<file path="src/rtl/rof_pkg.sv">
// Shared types for the bit-plane rank-order filter.
// A lane's state between planes is its select flag and the bit it passes down.
package rof_pkg;

    typedef struct packed {
        logic sel;   // lane still a candidate for the result
        logic data;  // bit handed to the next lower plane
    } lane_state_t;

endpackage

</file>
<file path="src/rtl/rof_cell.sv">
// One lane cell of one bit plane.
// Presents its own bit while still selected, otherwise the inherited bit,
// and drops its select once the presented bit disagrees with the plane vote.
// Assumes: vote is a function of the presented bits only (no loop through sel).
module rof_cell
    import rof_pkg::*;
(
    input  logic        own_bit,
    input  lane_state_t up,
    input  logic        vote,
    output logic        shown_bit,
    output lane_state_t down
);

    // Bit offered to the vote: own word while selected, inherited bit after knock-out
    assign shown_bit = up.sel ? own_bit : up.data;

    // Select survives only while the lane agrees with every vote so far
    assign down.sel  = up.sel & ~(vote ^ shown_bit);

    // Pass the presented bit down so a knocked-out lane keeps its side
    assign down.data = shown_bit;

endmodule

</file>
<file path="src/rtl/rof_vote.sv">
// Programmable k-out-of-m threshold for one bit plane.
// Counts ones among lanes below the active size and compares with the rank.
// Assumes: CW bits can hold LANES; sizes above LANES mask nothing extra.
module rof_vote #(
    parameter int LANES = 5,
    parameter int CW    = $clog2(LANES + 1)
) (
    input  logic [LANES-1:0] bits,
    input  logic [CW-1:0]    size,
    input  logic [CW-1:0]    rank,
    output logic             vote
);

    logic [CW-1:0] tally;

    // Population count of the active lanes' presented bits
    always_comb begin
        tally = '0;
        for (int j = 0; j < LANES; j++) begin
            if (CW'(j) < size) begin
                tally = tally + CW'(bits[j]);
            end
        end
    end

    // Plane result bit: at least rank active ones
    assign vote = (tally >= rank);

endmodule

</file>
<file path="src/rtl/rof_plane.sv">
// One bit plane of the filter: LANES cells sharing one threshold vote,
// followed by the pipeline register that hands lane states, the vote bit,
// the window's rank/size and its valid flag to the next plane.
// Assumes: own_bits arrive in the same cycle as the upstream lane states.
module rof_plane
    import rof_pkg::*;
#(
    parameter int LANES = 5,
    parameter int CW    = $clog2(LANES + 1)
) (
    input  logic             clk,
    input  logic             rst_n,
    input  logic [LANES-1:0] own_bits,
    input  logic [LANES-1:0] up_sel,
    input  logic [LANES-1:0] up_data,
    input  logic [CW-1:0]    rank_in,
    input  logic [CW-1:0]    size_in,
    input  logic             valid_in,
    output logic [LANES-1:0] sel_q,
    output logic [LANES-1:0] data_q,
    output logic             vote_q,
    output logic [CW-1:0]    rank_q,
    output logic [CW-1:0]    size_q,
    output logic             valid_q
);

    lane_state_t      up_st [LANES];
    lane_state_t      dn_st [LANES];
    logic [LANES-1:0] shown;
    logic [LANES-1:0] dn_sel;
    logic [LANES-1:0] dn_data;
    logic             vote;

    for (genvar j = 0; j < LANES; j++) begin : g_lane
        assign up_st[j] = '{sel: up_sel[j], data: up_data[j]};

        rof_cell u_cell (
            .own_bit   (own_bits[j]),
            .up        (up_st[j]),
            .vote      (vote),
            .shown_bit (shown[j]),
            .down      (dn_st[j])
        );

        assign dn_sel[j]  = dn_st[j].sel;
        assign dn_data[j] = dn_st[j].data;
    end

    rof_vote #(
        .LANES (LANES),
        .CW    (CW)
    ) u_vote (
        .bits (shown),
        .size (size_in),
        .rank (rank_in),
        .vote (vote)
    );

    // Valid flag of the window leaving this plane
    always_ff @(posedge clk) begin
        if (!rst_n) begin
            valid_q <= 1'b0;
        end else begin
            valid_q <= valid_in;
        end
    end

    // Lane states, vote bit and window configuration move one plane down
    always_ff @(posedge clk) begin
        sel_q  <= dn_sel;
        data_q <= dn_data;
        vote_q <= vote;
        rank_q <= rank_in;
        size_q <= size_in;
    end

    // Checker-side views: active-lane masks and in-range rank
    logic [CW-1:0]    eff_in;
    logic [LANES-1:0] act_in;
    logic [LANES-1:0] act_q;
    logic             rank_ok_in;

    always_comb begin
        eff_in = (size_in > CW'(LANES)) ? CW'(LANES) : size_in;
        for (int j = 0; j < LANES; j++) begin
            act_in[j] = (CW'(j) < size_in);
            act_q[j]  = (CW'(j) < size_q);
        end
        rank_ok_in = (rank_in != '0) && (rank_in <= eff_in);
    end

    // with an in-range rank the true result's lane is never knocked out
    a_r1_candidate_kept: assert property (@(posedge clk) disable iff (!rst_n)
        (valid_in && rank_ok_in && ((up_sel & act_in) != '0)) |=> ((sel_q & act_q) != '0));

    // rank 0 always votes 1
    a_r4_rank_zero: assert property (@(posedge clk) disable iff (!rst_n)
        (valid_in && rank_in == '0) |-> vote);

    // a rank above the active count always votes 0
    a_r4_rank_high: assert property (@(posedge clk) disable iff (!rst_n)
        (valid_in && rank_in > eff_in) |-> !vote);

endmodule

</file>
<file path="src/rtl/rank_sel_array.sv">
// Pipelined rank-order filter over a packed window of LANES unsigned words.
// Plane p resolves result bit WIDTH-1-p, p cycles after plane 0. An input skew
// array delays each plane's bits to match, and a deskew array realigns the
// vote bits into the output word. Latency is WIDTH edges, one window per clock.
// Assumes: windows are presented whole; rank and size accompany each window.
module rank_sel_array #(
    parameter  int LANES = 5,
    parameter  int WIDTH = 8,
    localparam int CW    = $clog2(LANES + 1)
) (
    input  logic                   clk,
    input  logic                   rst_n,
    input  logic                   in_valid,
    input  logic [LANES*WIDTH-1:0] in_window,
    input  logic [CW-1:0]          in_rank,
    input  logic [CW-1:0]          in_size,
    output logic                   out_valid,
    output logic [WIDTH-1:0]       out_word
);

    logic [LANES-1:0] plane_bits [WIDTH];
    logic [LANES-1:0] own_c      [WIDTH];
    logic [LANES-1:0] sel_c      [WIDTH];
    logic [LANES-1:0] data_c     [WIDTH];
    logic [CW-1:0]    rank_c     [WIDTH];
    logic [CW-1:0]    size_c     [WIDTH];
    logic [WIDTH-1:0] valid_c;
    logic [WIDTH-1:0] vote_c;
    logic [WIDTH-1:0] result_bits;

    // Slice the window into bit planes, most significant plane first
    always_comb begin
        for (int p = 0; p < WIDTH; p++) begin
            for (int j = 0; j < LANES; j++) begin
                plane_bits[p][j] = in_window[j*WIDTH + WIDTH - 1 - p];
            end
        end
    end

    for (genvar p = 0; p < WIDTH; p++) begin : g_plane
        if (p == 0) begin : g_head
            assign own_c[0] = plane_bits[0];

            rof_plane #(
                .LANES (LANES),
                .CW    (CW)
            ) u_plane (
                .clk      (clk),
                .rst_n    (rst_n),
                .own_bits (own_c[0]),
                .up_sel   ({LANES{1'b1}}),
                .up_data  ({LANES{1'b0}}),
                .rank_in  (in_rank),
                .size_in  (in_size),
                .valid_in (in_valid),
                .sel_q    (sel_c[0]),
                .data_q   (data_c[0]),
                .vote_q   (vote_c[0]),
                .rank_q   (rank_c[0]),
                .size_q   (size_c[0]),
                .valid_q  (valid_c[0])
            );
        end else begin : g_body
            logic [LANES-1:0] skew_r [p];

            // Input skew: hold this plane's bits p cycles
            always_ff @(posedge clk) begin
                skew_r[0] <= plane_bits[p];
                for (int i = 1; i < p; i++) begin
                    skew_r[i] <= skew_r[i-1];
                end
            end

            assign own_c[p] = skew_r[p-1];

            rof_plane #(
                .LANES (LANES),
                .CW    (CW)
            ) u_plane (
                .clk      (clk),
                .rst_n    (rst_n),
                .own_bits (own_c[p]),
                .up_sel   (sel_c[p-1]),
                .up_data  (data_c[p-1]),
                .rank_in  (rank_c[p-1]),
                .size_in  (size_c[p-1]),
                .valid_in (valid_c[p-1]),
                .sel_q    (sel_c[p]),
                .data_q   (data_c[p]),
                .vote_q   (vote_c[p]),
                .rank_q   (rank_c[p]),
                .size_q   (size_c[p]),
                .valid_q  (valid_c[p])
            );
        end

        if (p == WIDTH - 1) begin : g_last_bit
            assign result_bits[0] = vote_c[p];
        end else begin : g_deskew
            localparam int D = WIDTH - 1 - p;
            logic [D-1:0] dly_r;

            // Output deskew: delay this plane's vote until the last plane is done
            always_ff @(posedge clk) begin
                dly_r[0] <= vote_c[p];
                for (int i = 1; i < D; i++) begin
                    dly_r[i] <= dly_r[i-1];
                end
            end

            assign result_bits[WIDTH-1-p] = dly_r[D-1];
        end
    end

    // Result register: loads only for a finished valid window
    always_ff @(posedge clk) begin
        if (!rst_n) begin
            out_valid <= 1'b0;
            out_word  <= '0;
        end else begin
            out_valid <= valid_c[WIDTH-1];
            if (valid_c[WIDTH-1]) begin
                out_word <= result_bits;
            end
        end
    end

    // reset clears the result outputs on the next edge
    a_r6_reset_clears: assert property (@(posedge clk)
        !rst_n |=> (!out_valid && out_word == '0));

    // result word is held while no new result is flagged
    a_r7_hold_idle: assert property (@(posedge clk) disable iff (!rst_n)
        !out_valid |-> $stable(out_word));

endmodule

</file>
<file path="config.mk">
export PLATFORM = sky130hd
export DESIGN_NAME = rank_sel_array
export DESIGN_NICKNAME = d
export VERILOG_FILES = /design/src/rtl/rof_pkg.sv /design/src/rtl/rof_cell.sv /design/src/rtl/rof_vote.sv /design/src/rtl/rof_plane.sv /design/src/rtl/rank_sel_array.sv
export SDC_FILE = /design/constraint.sdc
export NUM_CORES = 1
export LEC_CHECK = 0
export BUFFER_PORTS_ARGS = -buffer_cell sky130_fd_sc_hd__buf_4
export CORE_MARGIN = 2
export CORE_UTILIZATION = 45
export CTS_CLUSTER_DIAMETER = 30
export DETAILED_ROUTE_END_ITERATION = 10
export GPL_ROUTABILITY_DRIVEN = 0
export PLACE_DENSITY = 0.71
export SYNTH_ARGS = -nofsm -noshare
export SYNTH_HDL_FRONTEND = slang
export SYNTH_HIERARCHICAL = 1
export SYNTH_SLANG_ARGS = --single-unit
</file>
<file path="constraint.sdc">
create_clock -name clk -period 11.2 [get_ports clk]
set_input_delay 1.12 -clock clk [delete_from_list [all_inputs] [get_ports clk]]
set_output_delay 1.12 -clock clk [all_outputs]
set_load 0.02 [all_outputs]
</file>
==> results.ini, run 1 <==
[grt]
grt_usage_pct = 13.11
grt_max_degree = 18
use_met1_pct = 13.91
met2_usage_pct = 24.16
grt-ovfl-total = 0
use_met3_pct = 3.527
grt_pass1_wl_um = 27230
grt_pass1_vias = 5987
grt_busiest_layer = met2
antenna_found_initial = 0

[worst_setup_path]
cp.arrival_ps = 5170
reg2reg_slack_ps = 6510
end_kind = register
start_kind = input port
cpMostUsedCell = ha_1
cp_cell_sequence = buf_4, mux2_2, a21boi_0, ha_1, mux2_2, ha_1, ha_1, nand2_1, o21ai_0, ha_1, nand2_1, o21ai_0, ha_1, a22o_2, a22o_1, ha_1, a21o_1, a21o_1, xnor2_1, and2_1
crit_required_ps = 11620
crit_family = adder cells
worst_r2r_endpoint = g_plane[5].g_body.u_plane/sel_q[4]
cp_num_buf_inv = 1
critical_path_class = in -> reg
slowest_delay_ps = 330
cp_slowest_cell = ha_1
ff2ff_path_depth = 19
crit_fanout = 6
r2r_start = g_plane[4].g_body.u_plane/size_q[2]

[layout]
final_cell_mix = dfxtp_1 (305), ha_1 (80), buf_4 (57)
layout.cells.non_filler = 1309
final_common_cell = dfxtp_1
n_antenna_cell = 0
fin_nets = 1083
num-fill-cells = 1984
final_layout_size_suffix_gt1_share_pct = 22.93
area_growth_pct = 18.98

[worst_hold_path]
min_to = g_plane[1].g_deskew.dly_r[1]
min_from = g_plane[1].g_deskew.dly_r[0]
min_path_type = reg -> reg
whs_path_depth = 0

[power_and_ir_drop]
pwr-share-comb_pct = 22.8
p_int_w = 0.002565
swShare_pct = 26.59
power_switching_w = 0.0009291
peakVddDrop_mv = 0.1540
power_frac_seq_pct = 36.8
leakagePower_nw = 5.741
power.density_nw_per_um2 = 272.6
pwr-share-clk_pct = 40.4

[timing]
final.setup.tns_ps = 0
setup_violations = 0
holdWs_ps = 316.1
hold_viol = 0
finClkSkew_ps = 21.91
fin_crit_ps = 4749
tightest_slew_ps = 552.0
slew_violations = 0
rsz0062_at_grt = false
fmaxAchievable_mhz = 210.6
slew_headroom_pct = 63.15
period_share_pct = 42.40

[cts]
cts_htree_levels = 2
clockBufferDepth = 3
postCtsSetupBuffers = 0
cts_root_buffer = clkbuf_16
clk_pin_slew_ps = 60
hold_buffers = 0
numCtsBuffers = 48
cts_resized = 0
insertion_delay_ps = 530
cts_tree = done
cts.sinks = 305

[floorplan]
fp.dieH_um = 158.7
rows = 56
fp.coreArea_um2 = 23470
start_util_pct = 45.90
dieArea_um2 = 25200
ios = 58
die_width_um = 158.7

[yosys]
netlist_area_um2 = 10770
netlist_instances = 894
syn_avg_cell_area_um2 = 12.05
yosysWarnings = 6

[placement]
placed_cells = 1223
hpwl_um = 11280
port-buffer-count = 57

[drt]
routed_via_density = 4.540
vias = 5943
detail-route-antenna-nets = 0
wl_per_cell_um = 12.36
dr.pass1.iters = 4
route.detailed.drc = 0
drt-initial-drc-count = 224
routed_wirelength_um = 16180

[flow_run]
max_cap_viol_count = 0

[outcome]
status = complete, no violations

-- power by group through the flow --
stage,Clock (W),Sequential [W],Combinational (W)
final,0.00141,0.00128,0.000797
after global routing,0.00150,0.00130,0.000916
after CTS,0.00145,0.00129,0.000812
after detailed placement,0,0.00131,0.000800
after global placement,0,0.00130,0.000775
after floorplan,0,0.00128,0.000702
-- per-stage QoR --
step                      setup slack (ps)  total power (W)  cell area [um^2]  utilization, %
after global routing                  6222         0.003718             12820           54.61
final                                 6451         0.003494             12820           54.61
after global placement                6004         0.002078             11220           47.78
after detailed placement              5933         0.002108             11220           47.78
after floorplan                       6269         0.001983             10820               -
after CTS                             6469         0.003547             12820           54.61
-- state kept, by name (all words and copies together) (netlist names) --
signal,count
g_plane.g_body.u_plane/data_q,30
g_plane.g_head.u_plane/valid_q,1
g_plane.g_head.u_plane/data_q,5
g_plane.g_deskew.dly_r,28
g_plane.g_head.u_plane/rank_q,3
g_plane.g_head.u_plane/size_q,3
g_plane.g_body.u_plane/vote_q,7
g_plane.g_head.u_plane/sel_q,5
out_word,8
g_plane.g_body.u_plane/sel_q,30
g_plane.g_head.u_plane/vote_q,1
g_plane.g_body.u_plane/size_q,18
g_plane.g_body.skew_r,140
g_plane.g_body.u_plane/valid_q,7
out_valid,1
g_plane.g_body.u_plane/rank_q,18
-- final cells by class --
cell class	count	area [um^2]	area share, %
Sequential cell	305	6106	47.63
Multi-Input combinational cell	502	4133	32.24
Clock buffer	59	1314	10.25
Timing Repair Buffer	57	427.9	3.338
Tap cell	319	399.1	3.114
Clock inverter	27	289.0	2.255
Inverter	40	150.1	1.171
-- how the worst max path moves through the flow --
stage	startpoint	endpoint	slack (ps)	cells after the start
2_1_floorplan	in_size[1]	g_plane[0].g_head.u_plane/sel_q[0]	6270	20
3_3_place_gp	in_window[7]	g_plane[0].g_head.u_plane/sel_q[1]	6000	20
3_5_place_dp	in_window[7]	g_plane[0].g_head.u_plane/sel_q[1]	5930	20
4_1_cts	in_window[7]	g_plane[0].g_head.u_plane/sel_q[3]	6470	20
5_1_grt	g_plane[3].g_body.u_plane/size_q[2]	g_plane[4].g_body.u_plane/sel_q[3]	6220	19
6_report	in_window[7]	g_plane[0].g_head.u_plane/sel_q[3]	6450	20
-- per-layer routing --
layer | up-vias | part of all wire (%) | wire length [um]
met3 | 32 | 4.2 | 683
met1 | 2731 | 42 | 6788
met4 | 0 | 2.4 | 386
li1 | 3096 | - | -
met5 | - | 0 | 0
met2 | 84 | 51 | 8325
(Power assumes the default switching activity.)
==> run 2: changes to the inputs <==
--- a/config.mk
+++ b/config.mk
@@ -11,7 +11,7 @@
 export CTS_CLUSTER_DIAMETER = 30
 export DETAILED_ROUTE_END_ITERATION = 10
 export GPL_ROUTABILITY_DRIVEN = 0
-export PLACE_DENSITY = 0.71
+export PLACE_DENSITY = 0.73
 export SYNTH_ARGS = -nofsm -noshare
 export SYNTH_HDL_FRONTEND = slang
 export SYNTH_HIERARCHICAL = 1
==> constraint.sdc (replaced) <==
create_clock -name clk -period 4.35 [get_ports clk]
set_input_delay 0.435 -clock clk [delete_from_list [all_inputs] [get_ports clk]]
set_output_delay 0.435 -clock clk [all_outputs]
set_load 0.02 [all_outputs]
==> results.ini, run 2 (same netlist as run 1, synthesis figures left out) <==
[placement]
place_worst_setup_slack_ps = -186.3
hpwl_um = 12100
port-buffer-count = 57
placed_area_um2 = 11590

[power_and_ir_drop]
peakVddDrop_mv = 0.3335
power.density_nw_per_um2 = 700.3
leakagePower_nw = 6.159

[drt]
dr.pass1.iters = 4
drt-initial-drc-count = 207
detail-route-antenna-nets = 0
route.detailed.drc = 0
routed_wirelength_um = 19030
routed_via_density = 4.619
wl_per_cell_um = 13.65
vias = 6439

[floorplan]
fp.dieH_um = 158.7
rows = 56
start_util_pct = 45.90
fp.coreArea_um2 = 23470
dieArea_um2 = 25200
die_width_um = 158.7
ios = 58

[timing]
holdWs_ps = 22.84
setup_violations = 0
timing.final.ws_setup_ps = 105.7
tightest_slew_ps = 566.1
fmaxAchievable_mhz = 235.6
final.setup.tns_ps = 0
finClkSkew_ps = 25.15
fin_crit_ps = 4244
hold_viol = 0
slew_headroom_pct = 62.21
slew_violations = 0
period_share_pct = 97.57

[layout]
top_register = g_plane.g_body.skew_r
num-fill-cells = 1794
top_regs = g_plane.g_body.skew_r: 140 flops, g_plane.g_body.u_plane/data_q: 30 flops, g_plane.g_body.u_plane/sel_q: 30 flops
largest_reg_flops = 140
area_growth_pct = 29.16
postLayoutCoreUtil_pct = 59.29
fin_nets = 1170
final_layout_size_suffix_gt1_share_pct = 33.58
n_antenna_cell = 0
final_common_cell = dfxtp_1
final_cell_mix = dfxtp_1 (298), buf_4 (125), ha_1 (50)
finish.instance_area_um2 = 13920

[flow_run]
max_cap_viol_count = 0

[cts]
insertion_delay_ps = 530
cts_tree = done
cts.sinks = 305
cts_root_buffer = clkbuf_16
clockBufferDepth = 3
numCtsBuffers = 45
cts_htree_levels = 2
clk_pin_slew_ps = 50

[worst_setup_path]
worst_r2r_endpoint = g_plane[5].g_body.u_plane/sel_q[0]
cp_slowest_cell = dfxtp_2
slowest_delay_ps = 330
end_kind = register
r2r_start = g_plane[4].g_body.u_plane/sel_q[0]
start_kind = register
ff2ff_path_depth = 19
reg2reg_slack_ps = 110
cp.arrival_ps = 4650
cpMostUsedCell = ha_4
cp_cell_sequence = mux2_4, a21boi_4, ha_4, mux2_4, ha_4, nand2_1, o21ai_1, ha_2, inv_2, a21oi_2, ha_2, ha_4, a22o_2, a22o_1, ha_1, a21o_1, a21o_4, xnor2_2, and2_1
critical_path_class = reg -> reg
crit_required_ps = 4750
crit_fanout = 6

[grt]
grt_usage_pct = 14.60
grt_pass1_wl_um = 30290
grt_max_degree = 18
grt_pass1_vias = 6674
grt-ovfl-total = 0
antenna_found_initial = 0

[worst_hold_path]
min_path_type = in -> reg
whs_path_depth = 1
min_to = g_plane[1].g_body.skew_r[0][4]
min_from = in_window[38]

[outcome]
status = complete, no violations

-- run 2: stage by stage --
step / total power (W) / instances
after floorplan: 0.005106 / 907
after global placement: 0.005525 / 1273
after detailed placement: 0.005613 / 1273
after CTS: 0.009316 / 1384
after global routing: 0.01031 / 1394
final: 0.009745 / 1394
-- run 2: power breakdown --
group	leakage (nW)	internal [W]	total [W]	switching, W
registers	2.56	0.00317	0.00329	0.000117
logic	2.88	0.00171	0.00301	0.00130
clock network	0.720	0.00217	0.00344	0.00127
-- run 2: worst max-delay path by stage --
stage / start / endpoint / slack, ps
global placement: in_window[7] / g_plane[0].g_head.u_plane/sel_q[0] / -100
finish: g_plane[4].g_body.u_plane/sel_q[0] / g_plane[5].g_body.u_plane/sel_q[0] / 110
floorplan: in_size[1] / g_plane[0].g_head.u_plane/sel_q[0] / 100
global route: g_plane[5].g_body.u_plane/sel_q[0] / g_plane[6].g_body.u_plane/sel_q[4] / -60
detailed placement: in_window[7] / g_plane[0].g_head.u_plane/sel_q[0] / -190
CTS: g_plane[3].g_body.u_plane/sel_q[0] / g_plane[4].g_body.u_plane/sel_q[0] / 6
-- run 2: final cells by class --
type | count | area (um^2) | share of cell area [%]
repair buffers | 147 | 1159 | 8.326
multi-input cells | 502 | 4599 | 33.05
flip-flops and latches | 305 | 6115 | 43.94
clock inverters | 28 | 257.7 | 1.852
inverters | 40 | 150.1 | 1.079
well taps | 319 | 399.1 | 2.868
clock buffers | 53 | 1236 | 8.883
-- run 2: repair_timing --
item                                   CTS  global route
buffers inserted                         8            10
pin swaps                               23            48
endpoints found under the hold margin   22             0
gates resized for setup                 26            83
setup endpoints to repair               31            32
hold buffers                            22             0
-- run 2: critical path: cells and delay by family, from the launching register on --
family          cells  cell delay [ps]
compound gates      7             1250
simple gates        2              180
flops               1              330
xor+xnor            1              130
mux                 2              620
fa+ha+maj           6             1540
buf+inv             1               70
-- run 2: metal layers --
layer	global-route usage [%]	wire [um]
met1	15.28	7583
met2	27.21	9965
met3	3.370	740
met4	7.381	738
met5	0	0
